--- src/rtl/acc_alu_pkg.sv ---
package acc_alu_pkg;
  parameter int DW = 8;
  localparam int NW = DW / 2;

  typedef enum logic [3:0] {
    OP_LOAD = 4'd0,
    OP_ADD  = 4'd1,
    OP_ADC  = 4'd2,
    OP_SUB  = 4'd3,
    OP_SBB  = 4'd4,
    OP_AND  = 4'd5,
    OP_OR   = 4'd6,
    OP_XOR  = 4'd7,
    OP_CMP  = 4'd8,
    OP_INC  = 4'd9,
    OP_DEC  = 4'd10
  } alu_op_e;

  localparam int FB_CY = 0;
  localparam int FB_P  = 2;
  localparam int FB_AC = 4;
  localparam int FB_Z  = 6;
  localparam int FB_S  = 7;
  localparam logic [7:0] FLAGS_RST = 8'b0000_0010;
endpackage

--- src/rtl/alu_arith.sv ---
module alu_arith #(
  parameter int W  = 8,
  parameter int NW = W / 2
) (
  input  logic [W-1:0] a_i,
  input  logic [W-1:0] b_i,
  input  logic         cin_i,
  input  logic         sub_i,
  output logic [W-1:0] sum_o,
  output logic         ac_o,
  output logic         cy_o
);
  localparam int HW = W - NW;

  logic [W-1:0]  b_eff;
  logic          c_eff;
  logic [NW:0]   lo;
  logic [HW:0]   hi;

  always_comb begin
    b_eff = sub_i ? ~b_i : b_i;
    c_eff = sub_i ? ~cin_i : cin_i;
    lo    = {1'b0, a_i[NW-1:0]} + {1'b0, b_eff[NW-1:0]} + {{NW{1'b0}}, c_eff};
    hi    = {1'b0, a_i[W-1:NW]} + {1'b0, b_eff[W-1:NW]} + {{HW{1'b0}}, lo[NW]};
    sum_o = {hi[HW-1:0], lo[NW-1:0]};
    ac_o  = lo[NW];
    cy_o  = sub_i ? ~hi[HW] : hi[HW];
  end
endmodule

--- src/rtl/alu_logic.sv ---
module alu_logic #(
  parameter int W = 8
) (
  input  logic [W-1:0] a_i,
  input  logic [W-1:0] b_i,
  input  logic [1:0]   sel_i,
  output logic [W-1:0] y_o
);
  always_comb begin
    unique case (sel_i)
      2'd0:    y_o = a_i & b_i;
      2'd1:    y_o = a_i | b_i;
      default: y_o = a_i ^ b_i;
    endcase
  end
endmodule

--- src/rtl/alu_flags.sv ---
module alu_flags #(
  parameter int W = 8
) (
  input  logic [W-1:0] res_i,
  input  logic         ac_i,
  input  logic         cy_i,
  output logic [7:0]   flags_o
);
  import acc_alu_pkg::*;

  always_comb begin
    flags_o        = FLAGS_RST;
    flags_o[FB_S]  = res_i[W-1];
    flags_o[FB_Z]  = (res_i == '0);
    flags_o[FB_AC] = ac_i;
    flags_o[FB_P]  = ~^res_i;
    flags_o[FB_CY] = cy_i;
  end
endmodule

--- src/rtl/acc_alu.sv ---
module acc_alu #(
  parameter int DW = acc_alu_pkg::DW
) (
  input  logic          clk,
  input  logic          rst_n,
  input  logic          in_valid_i,
  output logic          in_ready_o,
  input  logic [3:0]    op_i,
  input  logic [DW-1:0] operand_i,
  output logic [DW-1:0] acc_o,
  output logic [7:0]    flags_o,
  output logic [DW-1:0] res_o,
  output logic          res_valid_o
);
  import acc_alu_pkg::*;

  localparam int NWL = DW / 2;

  logic [DW-1:0] tmp_q, acc_q, res_q;
  logic [3:0]    op_q;
  logic          exec_q, res_valid_q;
  logic [7:0]    flags_q;

  assign in_ready_o = 1'b1;

  // capture stage: operand into the hidden temporary register
  always_ff @(posedge clk or negedge rst_n) begin
    if (!rst_n) begin
      tmp_q  <= '0;
      op_q   <= '0;
      exec_q <= 1'b0;
    end else begin
      exec_q <= in_valid_i;
      if (in_valid_i) begin
        tmp_q <= operand_i;
        op_q  <= op_i;
      end
    end
  end

  // operand steering for the shared adder
  logic [DW-1:0] ar_a, ar_b, ar_sum, lg_y;
  logic          ar_cin, ar_sub, ar_ac, ar_cy;
  logic [1:0]    lg_sel;

  always_comb begin
    ar_a   = acc_q;
    ar_b   = tmp_q;
    ar_cin = 1'b0;
    ar_sub = 1'b0;
    lg_sel = 2'd0;
    case (op_q)
      OP_ADC: ar_cin = flags_q[FB_CY];
      OP_SUB, OP_CMP: ar_sub = 1'b1;
      OP_SBB: begin
        ar_sub = 1'b1;
        ar_cin = flags_q[FB_CY];
      end
      OP_INC: begin
        ar_a   = tmp_q;
        ar_b   = '0;
        ar_cin = 1'b1;
      end
      OP_DEC: begin
        ar_a   = tmp_q;
        ar_b   = {{(DW-1){1'b0}}, 1'b1};
        ar_sub = 1'b1;
      end
      OP_OR:  lg_sel = 2'd1;
      OP_XOR: lg_sel = 2'd2;
      default: ;
    endcase
  end

  alu_arith #(.W(DW), .NW(NWL)) u_arith (
    .a_i(ar_a), .b_i(ar_b), .cin_i(ar_cin), .sub_i(ar_sub),
    .sum_o(ar_sum), .ac_o(ar_ac), .cy_o(ar_cy)
  );

  alu_logic #(.W(DW)) u_logic (
    .a_i(acc_q), .b_i(tmp_q), .sel_i(lg_sel), .y_o(lg_y)
  );

  // result and flag selection
  logic [DW-1:0] result;
  logic          wr_acc, wr_flags, is_logic, ac_sel, cy_sel;
  logic [7:0]    flags_new;

  always_comb begin
    result   = '0;
    wr_acc   = 1'b0;
    wr_flags = 1'b0;
    is_logic = 1'b0;
    case (op_q)
      OP_LOAD: begin
        result = tmp_q;
        wr_acc = 1'b1;
      end
      OP_ADD, OP_ADC, OP_SUB, OP_SBB: begin
        result   = ar_sum;
        wr_acc   = 1'b1;
        wr_flags = 1'b1;
      end
      OP_AND, OP_OR, OP_XOR: begin
        result   = lg_y;
        wr_acc   = 1'b1;
        wr_flags = 1'b1;
        is_logic = 1'b1;
      end
      OP_CMP, OP_INC, OP_DEC: begin
        result   = ar_sum;
        wr_flags = 1'b1;
      end
      default: ;
    endcase
    ac_sel = is_logic ? (op_q == OP_AND) : ar_ac;
    if (op_q == OP_INC || op_q == OP_DEC) cy_sel = flags_q[FB_CY];
    else if (is_logic)                    cy_sel = 1'b0;
    else                                  cy_sel = ar_cy;
  end

  alu_flags #(.W(DW)) u_flags (
    .res_i(result), .ac_i(ac_sel), .cy_i(cy_sel), .flags_o(flags_new)
  );

  // execute stage: architectural state
  always_ff @(posedge clk or negedge rst_n) begin
    if (!rst_n) begin
      acc_q       <= '0;
      flags_q     <= FLAGS_RST;
      res_q       <= '0;
      res_valid_q <= 1'b0;
    end else begin
      res_valid_q <= exec_q;
      if (exec_q) begin
        res_q <= result;
        if (wr_acc)   acc_q   <= result;
        if (wr_flags) flags_q <= flags_new;
      end
    end
  end

  assign acc_o       = acc_q;
  assign flags_o     = flags_q;
  assign res_o       = res_q;
  assign res_valid_o = res_valid_q;

  a_r2_strobe_follows_accept: assert property (@(posedge clk) disable iff (!rst_n)
    res_valid_o |-> $past(exec_q));
  a_r3_load_keeps_flags: assert property (@(posedge clk) disable iff (!rst_n)
    (exec_q && op_q == OP_LOAD) |=> $stable(flags_o));
  a_r6_cmp_keeps_acc: assert property (@(posedge clk) disable iff (!rst_n)
    (exec_q && op_q == OP_CMP) |=> $stable(acc_o));
  a_r8_zero_matches_res: assert property (@(posedge clk) disable iff (!rst_n)
    (exec_q && wr_flags) |=> (flags_o[FB_Z] == (res_o == '0)));
  a_r9_incdec_keeps_cy: assert property (@(posedge clk) disable iff (!rst_n)
    (exec_q && (op_q == OP_INC || op_q == OP_DEC)) |=> $stable(flags_o[FB_CY]) && $stable(acc_o));
  a_r11_undef_no_effect: assert property (@(posedge clk) disable iff (!rst_n)
    (exec_q && op_q > 4'd10) |=> $stable(acc_o) && $stable(flags_o) && res_o == '0);
endmodule

--- config.mk ---
export PLATFORM = sky130hd
export DESIGN_NAME = acc_alu
export DESIGN_NICKNAME = d
export VERILOG_FILES = /design/src/rtl/acc_alu_pkg.sv /design/src/rtl/alu_arith.sv /design/src/rtl/alu_logic.sv /design/src/rtl/alu_flags.sv /design/src/rtl/acc_alu.sv
export SDC_FILE = /design/constraint.sdc
export NUM_CORES = 1
export LEC_CHECK = 0
export ABC_CLOCK_PERIOD_IN_PS = 5300
export BUFFER_PORTS_ARGS = -buffer_cell sky130_fd_sc_hd__buf_2
export CAP_MARGIN = 20
export CORE_ASPECT_RATIO = 0.75
export CORE_MARGIN = 2
export CORE_UTILIZATION = 50
export CTS_CLUSTER_SIZE = 28
export DETAILED_ROUTE_END_ITERATION = 6
export PLACE_DENSITY = 0.73
export SYNTH_ARGS = -nofsm -noshare
export SYNTH_HDL_FRONTEND = slang
export SYNTH_SLANG_ARGS = --single-unit
--- constraint.sdc ---
create_clock -name clk -period 5.3 [get_ports clk]
set_input_delay 0.53 -clock clk [delete_from_list [all_inputs] [get_ports clk]]
set_output_delay 0.53 -clock clk [all_outputs]
set_load 0.01 [all_outputs]
Word level (Yosys, flattened, before mapping)
Index checks and enable logic that the tools add are counted.
W data, S select, Z words.
Operators by class
  bitwise logic cells: 7
  multiplexer cells: 15
  reduce and logical (&&, ||, !) cells: 15
  add/subtract/negate cells: 4
  equal/unequal tests: 11
Operators with widths (count)
  $pmux W8 S2: 2
  $pmux W8 S3: 1
  $eq A4 B3 Y1 const B: 4
  $mux W8: 2
  $eq A4 B4 Y1 const B: 3
  $add A4 B4 Y5: 2
  $add A5 B1 Y5: 2
  $reduce_or A10 Y1: 1
  $and A8 B8 Y8: 1
  $eq A4 B2 Y1 const B: 2
  $logic_not A8 Y1: 1
  $mux W1: 8
  $not A8 Y8: 1
  $or A8 B8 Y8: 1
  $reduce_or A8 Y1: 1
  $reduce_xnor A8 Y1: 1
  $xor A8 B8 Y8: 1
  $reduce_or A7 Y1: 1
  $eq A4 B1 Y1 const B: 1
  $logic_not A4 Y1: 1
  $pmux W2 S2: 1
  $reduce_and A2 Y1: 2
  $reduce_or A2 Y1: 2
  $reduce_or A4 Y1: 1
  other kinds (7): 9
Storage, ports and cells
  register bits after elaboration: 35
  input bits: 15

Longest topological paths before layout
Gate-level depths: netlist of run 1.
  depth in word-level cells: 10
  gate-level depth with buffers: 21

Hierarchy
Synthesis of run 1 repeated with hierarchy kept, for this count alone.
Second synthesis, totals
  cell total of the unflattened synthesis: 347
  area total of the unflattened synthesis: 3144.3 um^2
Modules (own cells, without submodules)
  acc_alu: area each 2138.3 um^2, instances 1, cells each 213, sequential area each 952.2 um^2
  alu_logic: area each 454.2 um^2, instances 1, cells each 66, sequential area each 0.0 um^2
  alu_arith: area each 384.1 um^2, instances 1, cells each 44, sequential area each 0.0 um^2
  alu_flags: area each 167.7 um^2, instances 1, cells each 24, sequential area each 0.0 um^2

Worst setup path before layout of run 1
Ideal clock, no wire load.
  path type: flip-flop to flip-flop
  start: register op_q[1]
  end: register flags_q[2], in the netlist flags_o[2]
  path buffers: 3
  period minus slack after synthesis: 4.295 ns
  data arrival time: 4.165 ns
  slack: 1.005 ns
  required time: 5.171 ns
  cell stages (with the launch flop): 19
  cell sequence: dfrtp_1 > buf_2 > buf_2 > o21a_1 > o32a_1 > buf_2 > xor2_1 > ha_1 > nor2b_1 > o21ai_0 > nand2b_1 > fa_1 > fa_1 > xor2_1 > a222oi_1 > ha_1 > xnor2_1 > xnor2_1 > o21ai_0
Between the ends
  cells in the longest elaborated chain, start to end: 9
Ends and longest elaborated chain
  start, declared: line acc_alu.sv:20  | logic [3:0] op_q;
  start signal, assigned: line acc_alu.sv:36  | op_q <= op_i;
  $eq A4 B4 Y1, or another cell as far along: line acc_alu.sv:52, acc_alu.sv:94
  $reduce_or A4 Y1 (no line), or another cell as far along
  $mux W1, or another cell as far along: line acc_alu.sv:52  | case (op_q)
  $mux W8 / $not A1 Y1 (equally long branches): line alu_arith.sv:21, alu_arith.sv:22
  $add A4 B4 Y5 / $mux W1 (equally long branches): line alu_arith.sv:23, alu_arith.sv:22
  $add A5 B1 Y5: line alu_arith.sv:23  | lo = {1'b0, a_i[NW-1:0]} + {1'b0, b_eff[NW-1:0]} + {{NW{1'b0}}, c_eff};
  $add A5 B1 Y5: line alu_arith.sv:24  | hi = {1'b0, a_i[W-1:NW]} + {1'b0, b_eff[W-1:NW]} + {{HW{1'b0}}, lo[NW]};
  $pmux W8 S3: line acc_alu.sv:94  | case (op_q)
  $reduce_xnor A8 Y1: line alu_flags.sv:16  | flags_o[FB_P] = ~^res_i;
  end signal, assigned: line acc_alu.sv:138  | if (wr_flags) flags_q <= flags_new;
  end, declared: line acc_alu.sv:22  | logic [7:0] flags_q;
Parallel ways exist; a longest one is shown, timed or not.
A chain may end at the register's enable or synchronous reset.

Final worst setup path of run 1
  start: register op_q[2]
  end: register flags_q[2], in the netlist flags_o[2]
The elaborated chain is that of the path after synthesis.

==> flow_metrics.env, run 1 <==
export IMPL_outcome="finished clean"
export IMPL_globalRouteTotalUtil_pct=25.1
export IMPL_synth_xor_area_share_pct=4.50
export IMPL_num_antenna_cells=0
export IMPL_io_pins=41
export IMPL_endpoint_kind="register"
export IMPL_setup_slack_ns=0.538
export IMPL_clk_pin_slew_ns=0.08
export IMPL_synth_top_family_by_area="compound AO/OA/AOI/OAI gates"
export IMPL_port_buffers=36
export IMPL_crit_type="register to register"
export IMPL_crit_path_max_fanout=13
export IMPL_min_period_ns=4.76
export IMPL_die_w_um=89.3
export IMPL_powerDensity_nw_per_um2=485
export IMPL_min_path_type="input pin to async pin"
export IMPL_critical_path_top_delay_family="adder cells"
export IMPL_combinationalPowerShare_pct=53.9
export IMPL_p_sw_uw=624
export IMPL_grt_pass1_wl_mm=11.1
export IMPL_path_buf_inv=0
export IMPL_post_cts_buffers=0
export IMPL_wirelength_mm=7.07
export IMPL_cts_buffer_depth=2
export IMPL_ys_seq_elements=35
export IMPL_clock_skew_ns=0.00656
export IMPL_vdd_drop_max_v=0.000227
export IMPL_arrival_ns=4.92
export IMPL_initial_core_util_pct=51.5
export IMPL_final_nets=386
export IMPL_min_period_over_period_pct=89.9
export IMPL_rsz0062_at_grt="no"
export IMPL_synth_mux_area_share_pct=1.65
export IMPL_crit_path_top_delay_cell="dfrtp_1"
export IMPL_setup_violations=0
export IMPL_hold_violations=0
export IMPL_vias_per_cell=5.80
export IMPL_p_clk_share_pct=17.4
export IMPL_cts_tree="done"
export IMPL_cts_hold_buf=0
export IMPL_wl_per_cell_um=16.9
export IMPL_final_cell_mix="36 x nand2_1, 36 x buf_2, 35 x dfrtp_1"
export IMPL_grt_antenna_before_repair=0
export IMPL_drc=0
export IMPL_maxCapViolCount=0
export IMPL_synthSimpleGateAreaFrac_pct=16.6
export IMPL_required_ns=5.46
export IMPL_cts_max_level=2
export IMPL_clk_latency_ns=0.29
export IMPL_drive_gt1_share_pct=16.7
export IMPL_grt_overflow=0
export IMPL_switching_share_pct=42.1
export IMPL_ys_seq_area_share_pct=32.1
export IMPL_gp_congestion=0.873
export IMPL_fmax_mhz=210
export IMPL_dpl_hpwl_mm=5.22
export IMPL_pre_cts_ws_ns=0.605
export IMPL_slew_violations=0
export IMPL_netlist_instances=312
export IMPL_cts_resized_gates=0
export IMPL_internal_power_uw=856
export IMPL_ys_warn_count=0
export IMPL_synth_area_um2=2730
export IMPL_cts_root_buf="clkbuf_8"
export IMPL_cp_cell_sequence="nand2b_1 -> o21a_1 -> o32a_1 -> xor2_1 -> ha_1 -> nor2b_1 -> o21ai_0 -> nand2b_1 -> fa_1 -> fa_1 -> xor2_1 -> a222oi_1 -> ha_1 -> xnor2_1 -> xnor2_1 -> o21ai_0"
export IMPL_worstMarginPinSlew_ns=0.830
export IMPL_worst_path_largest_cell_delay_ns=0.59
export IMPL_grt_start_max_net_pins=36
export IMPL_core_area_um2=5300
export IMPL_seqPwrFrac_pct=28.7
export IMPL_cts_buffers=5
export IMPL_startpoint_type="register"
export IMPL_vias=2418
export IMPL_fin_util_pct=57.7
export IMPL_synth_flop_cell="dfrtp_1"
export IMPL_die_area_um2=6070
export IMPL_synth_compound_area_share_pct=22.2
export IMPL_p_leak_uw=0.00145
export IMPL_dr_pass1_iters=5
export IMPL_fin_tns_setup_ns=0
export IMPL_num_rows=23
export IMPL_drtIter0Drc=248
export IMPL_avgSynthCellArea_um2=8.74
export IMPL_ant_nets=0
export IMPL_synth_async_reset_ratio_pct=100
export IMPL_synth_edff_count=0
export IMPL_synth_cell_types=53
export IMPL_cts_sinks=35
export IMPL_grt_pass1_vias=2125
export IMPL_synthAdderAreaFrac_pct=14.9
export IMPL_die_h_um=68.0
export IMPL_area_growth_pct=11.9
export IMPL_slew_headroom_pct=44.6
registers in the layout, summed over array words and instances, names as in the netlist:
register and count:
op_q 4, tmp_q 8, exec_q 1, acc_o 8, res_o 8, res_valid_o 1
flags_o 5
synthesized netlist by cell type, drive strengths merged (2+ instances only):
cell | number | share of area (%)
xor2 | 10 | 3.2
nor2 | 12 | 1.7
a221oi | 3 | 1.2
a221o | 2 | 0.73
a32oi | 3 | 0.96
nor2b | 6 | 1.4
conb | 2 | 0.28
inv | 25 | 3.4
a222oi | 2 | 0.73
nand3b | 2 | 0.55
a31oi | 6 | 1.4
a21o | 5 | 1.4
mux2 | 2 | 0.83
buf | 14 | 3.3
o22ai | 2 | 0.46
o2bb2ai | 4 | 1.3
nor4 | 3 | 1.2
nand3 | 3 | 0.55
a2111oi | 2 | 0.64
clkbuf | 8 | 1.1
nand2 | 36 | 5.0
and2 | 2 | 0.46
o21a | 2 | 0.55
nor3 | 2 | 0.37
ha | 26 | 12
and3b | 3 | 0.96
fa | 4 | 2.9
dfrtp | 35 | 32
a21oi | 22 | 4.0
o21ai | 32 | 5.9
nand4 | 4 | 0.92
nand2b | 8 | 1.8
and3 | 2 | 0.46
a211oi | 2 | 0.73
xnor2 | 4 | 1.3
per-stage QoR:
stage / cells / area, um2 / total power, uW / hold WS [ns]
floorplan: 314 / 2740 / 979 / 0.234
global placement: 409 / 2940 / 1210 / 0.459
detailed placement: 409 / 2940 / 1220 / 0.473
CTS: 417 / 3050 / 1480 / 0.358
global route: 417 / 3050 / 1610 / 0.391
finish: 417 / 3050 / 1480 / 0.330
area by class of cell:
| type | count | area, um2 |
|---|---|---|
| multi-input cells | 232 | 1650 |
| well taps | 75 | 93.8 |
| clock buffers | 6 | 82.6 |
| flip-flops and latches | 35 | 876 |
| clock inverters | 2 | 35.0 |
| inverters | 25 | 93.8 |
| repair buffers | 42 | 225 |
| fillers | 519 | 2240 |
final timing paths:
check                                  start         end  slack, ns  cells past startpoint
worst max-delay path                 op_q[2]  flags_o[2]       0.54                     16
worst min-delay path                   rst_n    tmp_q[5]       0.33                      1
worst max register to register       op_q[2]  flags_o[2]       0.54                     16
worst min register to register      res_o[0]    res_o[0]       0.49                      1
max in group asynchronous              rst_n    acc_o[4]       4.44                      1
min in group clk                operand_i[5]    tmp_q[5]       0.43                      3
logic make-up (layout without fill, tap and decap cells):
group,Yosys count,count (layout)
AOI/OAI and AO/OA,94,94
xor gates and xnor gates,14,14
adders and majority gates,30,30
buffers and inverters,47,75
DFF,35,35
muxes,3,3
other,2,4
and+or+nand+nor,87,87
routing by layer:
layer / global-route usage, % / share of wire (%) / vias up
met1: 35.4 / 45 / 1144
met3: 5.55 / 7.6 / 10
li1: - / - / 1159
met4: 7.09 / 1.6 / 0
met5: 0 / 0 / -
met2: 38.9 / 45 / 105
power by group through the flow:
| stage | Sequential [uW] | Combinational [uW] | Clock [uW] |
|---|---|---|---|
| after global placement | 429 | 783 | 0 |
| after CTS | 426 | 795 | 259 |
| after detailed placement | 431 | 789 | 0 |
| after floorplan | 449 | 530 | 0 |
| after global routing | 439 | 898 | 273 |
| final | 425 | 797 | 257 |
No activity file was read; power rests on OpenSTA's default activity.
==> run 2: changes to the inputs <==
- CORE_ASPECT_RATIO: 0.75 -> 0.5
- TNS_END_PERCENT: default -> 1
==> run 2 against run 1 <==
Clock power fell by 3%. Highest routed layer unchanged. Largest power group unchanged. Sequential share of layout area barely moved. Global-route usage rose by 0.76 points. Worst setup slack lost 0.0089 ns. Sequential cell count unchanged. Routed wire length rose by 5.5%. First-iteration DRC count decreased by 24%. Critical endpoint unchanged.
==> flow_metrics.env, run 2 (synthesis gave the netlist of run 1 again) <==
export IMPL_grt_start_max_net_pins=36
export IMPL_area_growth_pct=11.8
export IMPL_vias_per_cell=6.04
export IMPL_cts_resized_gates=0
export IMPL_cts_root_buf="clkbuf_8"
export IMPL_initial_core_util_pct=53.6
export IMPL_wirelength_mm=7.45
export IMPL_crit_path_end="flags_o[2]"
export IMPL_ff2ff_path_depth=18
export IMPL_post_cts_buffers=0
export IMPL_worstSetupStartpoint="op_q[0]"
export IMPL_grt_overflow=0
export IMPL_startpoint_type="register"
export IMPL_grt_antenna_before_repair=0
export IMPL_endpoint_kind="register"
export IMPL_drc=0
export IMPL_timing_rr_end="flags_o[2]"
export IMPL_die_area_um2=6100
export IMPL_min_period_over_period_pct=90.0
export IMPL_vias=2493
export IMPL_slew_headroom_pct=47.3
export IMPL_num_rows=18
export IMPL_outcome="finished clean"
export IMPL_nFillCells=443
export IMPL_fmax_mhz=210
export IMPL_rsz0062_at_grt="no"
export IMPL_clk_latency_ns=0.30
export IMPL_globalRouteTotalUtil_pct=25.9
export IMPL_powerDensity_nw_per_um2=490
export IMPL_r2r_start="op_q[0]"
export IMPL_rrSetupSlack_ns=0.53
export IMPL_crit_path_max_fanout=21
export IMPL_drtIter0Drc=189
export IMPL_worstMarginPinSlew_ns=0.791
export IMPL_grt_pass1_wl_mm=12.1
export IMPL_hold_violations=0
export IMPL_fin_tns_setup_ns=0
export IMPL_slew_violations=0
export IMPL_cts_tree="done"
export IMPL_clock_skew_ns=0.00654
export IMPL_maxCapViolCount=0
export IMPL_grt_pass1_vias=2374
export IMPL_core_area_um2=5090
export IMPL_cts_max_level=2
export IMPL_p_leak_uw=0.00145
export IMPL_cts_hold_buf=0
export IMPL_min_path_type="input pin to async pin"
export IMPL_final_nets=387
export IMPL_required_ns=5.48
export IMPL_arrival_ns=4.95
export IMPL_num_antenna_cells=0
export IMPL_vdd_drop_max_v=0.000340
export IMPL_port_buffers=36
export IMPL_gp_congestion=0.891
export IMPL_die_h_um=56.2
export IMPL_cts_buffers=5
export IMPL_min_period_ns=4.77
export IMPL_setup_violations=0
export IMPL_cts_sinks=35
export IMPL_fin_cells=413
export IMPL_final_cell_mix="36 x nand2_1, 36 x buf_2, 35 x dfrtp_1"
export IMPL_dp_cells=405
export IMPL_dr_pass1_iters=5
export IMPL_dpl_hpwl_mm=5.36
export IMPL_die_w_um=108
export IMPL_clk_pin_slew_ns=0.08
export IMPL_wl_per_cell_um=18.0
export IMPL_crit_type="register to register"
export IMPL_cts_buffer_depth=2
export IMPL_io_pins=41
export IMPL_drive_gt1_share_pct=16.9
export IMPL_ant_nets=0
[run 2: cell count changes in the layout (fill, tap and decap cells not counted)]
cell      change
buf_4         +1
clkbuf_8      -1
clkinv_4      +1
[run 2: where the power goes]
group | internal (uW) | switching [uW]
Combinational | 358 | 452
Sequential | 347 | 86.3
Clock | 140 | 109
Total | 846 | 647
[run 2: layout make-up]
cell class	count	area, um2	share of cell area [%]
Clock buffer	5	68.8	2.26
Clock inverter	3	43.8	1.44
Inverter	25	93.8	3.08
Multi-Input combinational cell	232	1650	54.0
Sequential cell	35	876	28.7
Tap cell	70	87.6	2.87
Timing Repair Buffer	43	233	7.63
[run 2: how the worst min path moves through the flow]
| stage | start | endpoint | cells after the start |
|---|---|---|---|
| 2_1_floorplan | rst_n | acc_o[0] | 0 |
| 3_3_place_gp | flags_o[6] | flags_o[6] | 2 |
| 3_5_place_dp | res_o[5] | res_o[5] | 1 |
| 4_1_cts | rst_n | res_o[0] | 1 |
| 5_1_grt | rst_n | tmp_q[7] | 1 |
| 6_report | rst_n | acc_o[4] | 1 |
[run 2: worst max-delay path, cell delays in order (launching register included)]
cell and delay [ns]:
dfrtp_1 0.56, buf_4 0.30, nand2b_1 0.17, a32oi_1 0.19, o32ai_1 0.11, a21oi_1 0.20, fa_1 0.25, fa_1 0.23
nor2b_1 0.05, o21ai_0 0.26, nand2b_1 0.13, fa_1 0.42, fa_1 0.42, xor2_1 0.16, a222oi_1 0.48, ha_1 0.33
xnor2_1 0.17, xnor2_1 0.13, o21ai_0 0.09
[run 2: layer usage]
metal / global-route usage, % / vias up / wire [um]
met3: 7.26 / 13 / 720
met4: 7.14 / 0 / 93
li1: - / 1156 / -
met2: 38.2 / 133 / 3260
met5: 0 / - / 0
met1: 37.0 / 1191 / 3380
[run 2: metrics by stage]
step	setup WS, ns	total power, uW	instance area (um2)	util (%)	hold slack, ns
6_report	0.529	1490	3050	59.9	0.303
5_1_grt	0.121	1600	3050	59.9	0.366
4_1_cts	0.554	1490	3050	59.9	0.342
3_5_place_dp	0.589	1230	2940	57.7	0.472
3_3_place_gp	0.750	1200	2940	57.7	0.468
2_1_floorplan	1.01	979	2740	-	0.234
==> run 3: changes to the inputs <==
- ABC_CLOCK_PERIOD_IN_PS: 5300 -> 5700
- SLEW_MARGIN: default -> 20
- SYNTH_HIERARCHICAL: default -> 1
- clock period: 5.3 -> 5.7 ns (I/O delays scaled with it)
==> run 3 against run 2 <==
Clock skew decreased by 0.00071 ns. Cell area increased by 14%. Die area increased by 14%. Synthesized area increased by 15%. Largest power group unchanged. Highest routed layer unchanged.
==> flow_metrics.env, run 3 <==
export IMPL_gp_congestion=0.932
export IMPL_cts_root_buf="clkbuf_16"
export IMPL_ys_seq_elements=38
export IMPL_ys_warn_count=6
export IMPL_final_cell_mix="39 x buf_2, 37 x dfrtp_1, 35 x inv_1"
export IMPL_wirelength_mm=7.50
export IMPL_arrival_ns=5.22
export IMPL_synthSimpleGateAreaFrac_pct=14.8
export IMPL_final_nets=413
export IMPL_p_leak_uw=0.00173
export IMPL_area_growth_pct=10.9
export IMPL_port_buffers=39
export IMPL_grt_overflow=0
export IMPL_synth_cell_types=44
export IMPL_clk_latency_ns=0.29
export IMPL_globalRouteTotalUtil_pct=22.6
export IMPL_cts_tree="done"
export IMPL_vias_per_cell=5.58
export IMPL_synthAdderAreaFrac_pct=12.9
export IMPL_stdcell_area_um2=3490
export IMPL_cts_buffers=5
export IMPL_synth_compound_area_share_pct=16.5
export IMPL_worstMarginPinSlew_ns=0.883
export IMPL_cts_sinks=38
export IMPL_switching_share_pct=41.7
export IMPL_avgSynthCellArea_um2=9.06
export IMPL_die_h_um=60.1
export IMPL_cts_hold_buf=0
export IMPL_min_period_ns=5.05
export IMPL_cp_cell_sequence="inv_1 -> a21oi_1 -> o32ai_2 -> buf_4 -> xnor2_1 -> fa_1 -> fa_1 -> nor2b_1 -> o21ai_1 -> nor2b_1 -> fa_1 -> inv_1 -> fa_1 -> o2111ai_1 -> nand2_1 -> inv_1 -> ha_1 -> xnor2_1 -> xnor2_1 -> mux2_4"
export IMPL_synth_top_family_by_area="compound AO/OA/AOI/OAI gates"
export IMPL_synth_mux_area_share_pct=10.2
export IMPL_p_clk_share_pct=18.2
export IMPL_min_period_over_period_pct=88.5
export IMPL_nFillCells=546
export IMPL_maxCapViolCount=0
export IMPL_combinationalPowerShare_pct=56.2
export IMPL_grt_pass1_vias=2315
export IMPL_ff_latch_area_um2=952
export IMPL_slew_violations=0
export IMPL_final_common_cell="buf_2"
export IMPL_min_path_type="input pin to async pin"
export IMPL_p_sw_uw=733
export IMPL_vias=2551
export IMPL_synth_area_um2=3140
export IMPL_cts_resized_gates=0
export IMPL_fmax_mhz=198
export IMPL_hold_violations=0
export IMPL_critical_path_top_delay_family="adder cells"
export IMPL_endpoint_kind="register"
export IMPL_internal_power_uw=1020
export IMPL_crit_path_frequent_cell="fa_1"
export IMPL_synth_top_cell_by_area="dfrtp_1"
export IMPL_netlist_instances=347
export IMPL_finalPower_uw=1760
export IMPL_cts_max_level=2
export IMPL_path_buf_inv=4
export IMPL_io_pins=41
export IMPL_post_cts_buffers=0
export IMPL_synth_edff_count=0
export IMPL_synth_most_common_cell="dfrtp_1"
export IMPL_vdd_drop_max_v=0.000187
export IMPL_drc=0
export IMPL_wl_per_cell_um=16.4
export IMPL_crit_path_max_fanout=15
export IMPL_initial_core_util_pct=51.7
export IMPL_startpoint_type="register"
export IMPL_ant_nets=0
export IMPL_required_ns=5.87
export IMPL_grt_start_max_net_pins=39
export IMPL_outcome="finished clean"
export IMPL_synth_async_reset_ratio_pct=100
export IMPL_dr_pass1_iters=4
export IMPL_num_rows=20
export IMPL_setup_violations=0
export IMPL_rsz0062_at_grt="no"
export IMPL_worst_path_largest_cell_delay_ns=0.62
export IMPL_synth_xor_area_share_pct=5.01
export IMPL_synth_common_cells="37 x dfrtp_1, 35 x inv_1, 32 x nor2_1, 26 x ha_1, 23 x nand2_1"
export IMPL_synth_area_leaders="dfrtp_1 29%, ha_1 10%, mux2_2 6.1%"
export IMPL_crit_type="register to register"
export IMPL_grt_antenna_before_repair=0
export IMPL_seqPwrFrac_pct=25.6
export IMPL_synth_flop_cell="dfrtp_1"
export IMPL_crit_path_top_delay_cell="dfrtp_1"
export IMPL_core_area_um2=6080
export IMPL_clk_pin_slew_ns=0.06
export IMPL_ys_seq_area_share_pct=30.3
export IMPL_drtIter0Drc=127
export IMPL_clock_skew_ns=0.00583
export IMPL_cts_buffer_depth=2
export IMPL_drive_gt1_share_pct=22.0
export IMPL_powerDensity_nw_per_um2=503
export IMPL_die_area_um2=6980
export IMPL_place_area_um2=3320
export IMPL_slew_headroom_pct=41.1
export IMPL_dpl_hpwl_mm=5.44
export IMPL_die_w_um=116
export IMPL_grt_pass1_wl_mm=11.9
export IMPL_multiInputGateArea_um2=1890
export IMPL_yosys_area_top_type_share_pct=29.4
export IMPL_num_antenna_cells=0
export IMPL_fin_util_pct=57.4
export IMPL_fin_tns_setup_ns=0
[run 3: cell count changes after synthesis, moves of 10 or more]
cell,previous run,this run
a21oi_1,22,7
a31oi_1,6,17
and2_1,2,14
inv_1,25,35
mux2_2,2,17
nand2_1,36,23
nor2_1,12,32
o21ai_0,28,13
[run 3: cells by family (layout without fill, tap and decap cells)]
group                      after synthesis  count (layout)
other                                    3               4
adders and majority gates               30              30
xor gates and xnor gates                18              18
and+or+nand+nor                         92              92
muxes                                   26              26
buffers and inverters                   66              87
DFF                                     38              38
AOI/OAI and AO/OA                       74              74
[run 3: area by class of cell]
class	count	area share [%]
clock buffer	6	3.69
sequential	38	27.3
multi-input combinational	244	54.2
tap	88	3.16
inverter	35	3.77
clock inverter	2	1.08
timing repair buffer	44	6.78
[run 3: power groups by stage]
stage	Sequential [uW]	Clock, uW	Combinational, uW
6_report	450	319	988
5_1_grt	462	331	1080
4_1_cts	449	321	984
3_5_place_dp	452	0	964
3_3_place_gp	448	0	915
2_1_floorplan	461	0	706
[run 3: worst register-to-register path, delay by kind of cell (launching register included)]
kind / cells / cell delay (ns)
simple gates: 3 / 0.36
fa+ha+maj: 5 / 1.91
xor+xnor: 3 / 0.50
mux: 1 / 0.26
buf+inv: 4 / 0.68
flops: 1 / 0.62
compound gates: 4 / 0.59
[run 3: metal layers]
| metal | up-vias | GRT usage, % | share of wire (%) |
|---|---|---|---|
| met1 | 1237 | 31.9 | 48 |
| li1 | 1226 | - | - |
| met3 | 16 | 4.36 | 5.5 |
| met5 | - | 0 | 0 |
| met2 | 72 | 34.7 | 45 |
| met4 | 0 | 8.67 | 2.1 |
[run 3: worst paths after layout]
kind                             from         end  slack, ns  cells past startpoint
max                           op_q[1]  flags_o[2]       0.65                     20
min                             rst_n    acc_o[3]       0.40                      1
max reg2reg                   op_q[1]  flags_o[2]       0.65                     20
min reg2reg                flags_o[5]  flags_o[5]       0.51                      1
max in group asynchronous       rst_n    acc_o[0]       4.74                      1
min in group clk              op_i[1]     op_q[1]       0.50                      3
[run 3: stage by stage]
stage	worst slack, ns	std cells	hold slack (ns)
after floorplan	0.970	348	0.274
after global placement	0.963	448	0.491
after detailed placement	0.759	449	0.492
after CTS	0.677	457	0.436
after global routing	0.383	457	0.483
final	0.655	457	0.403
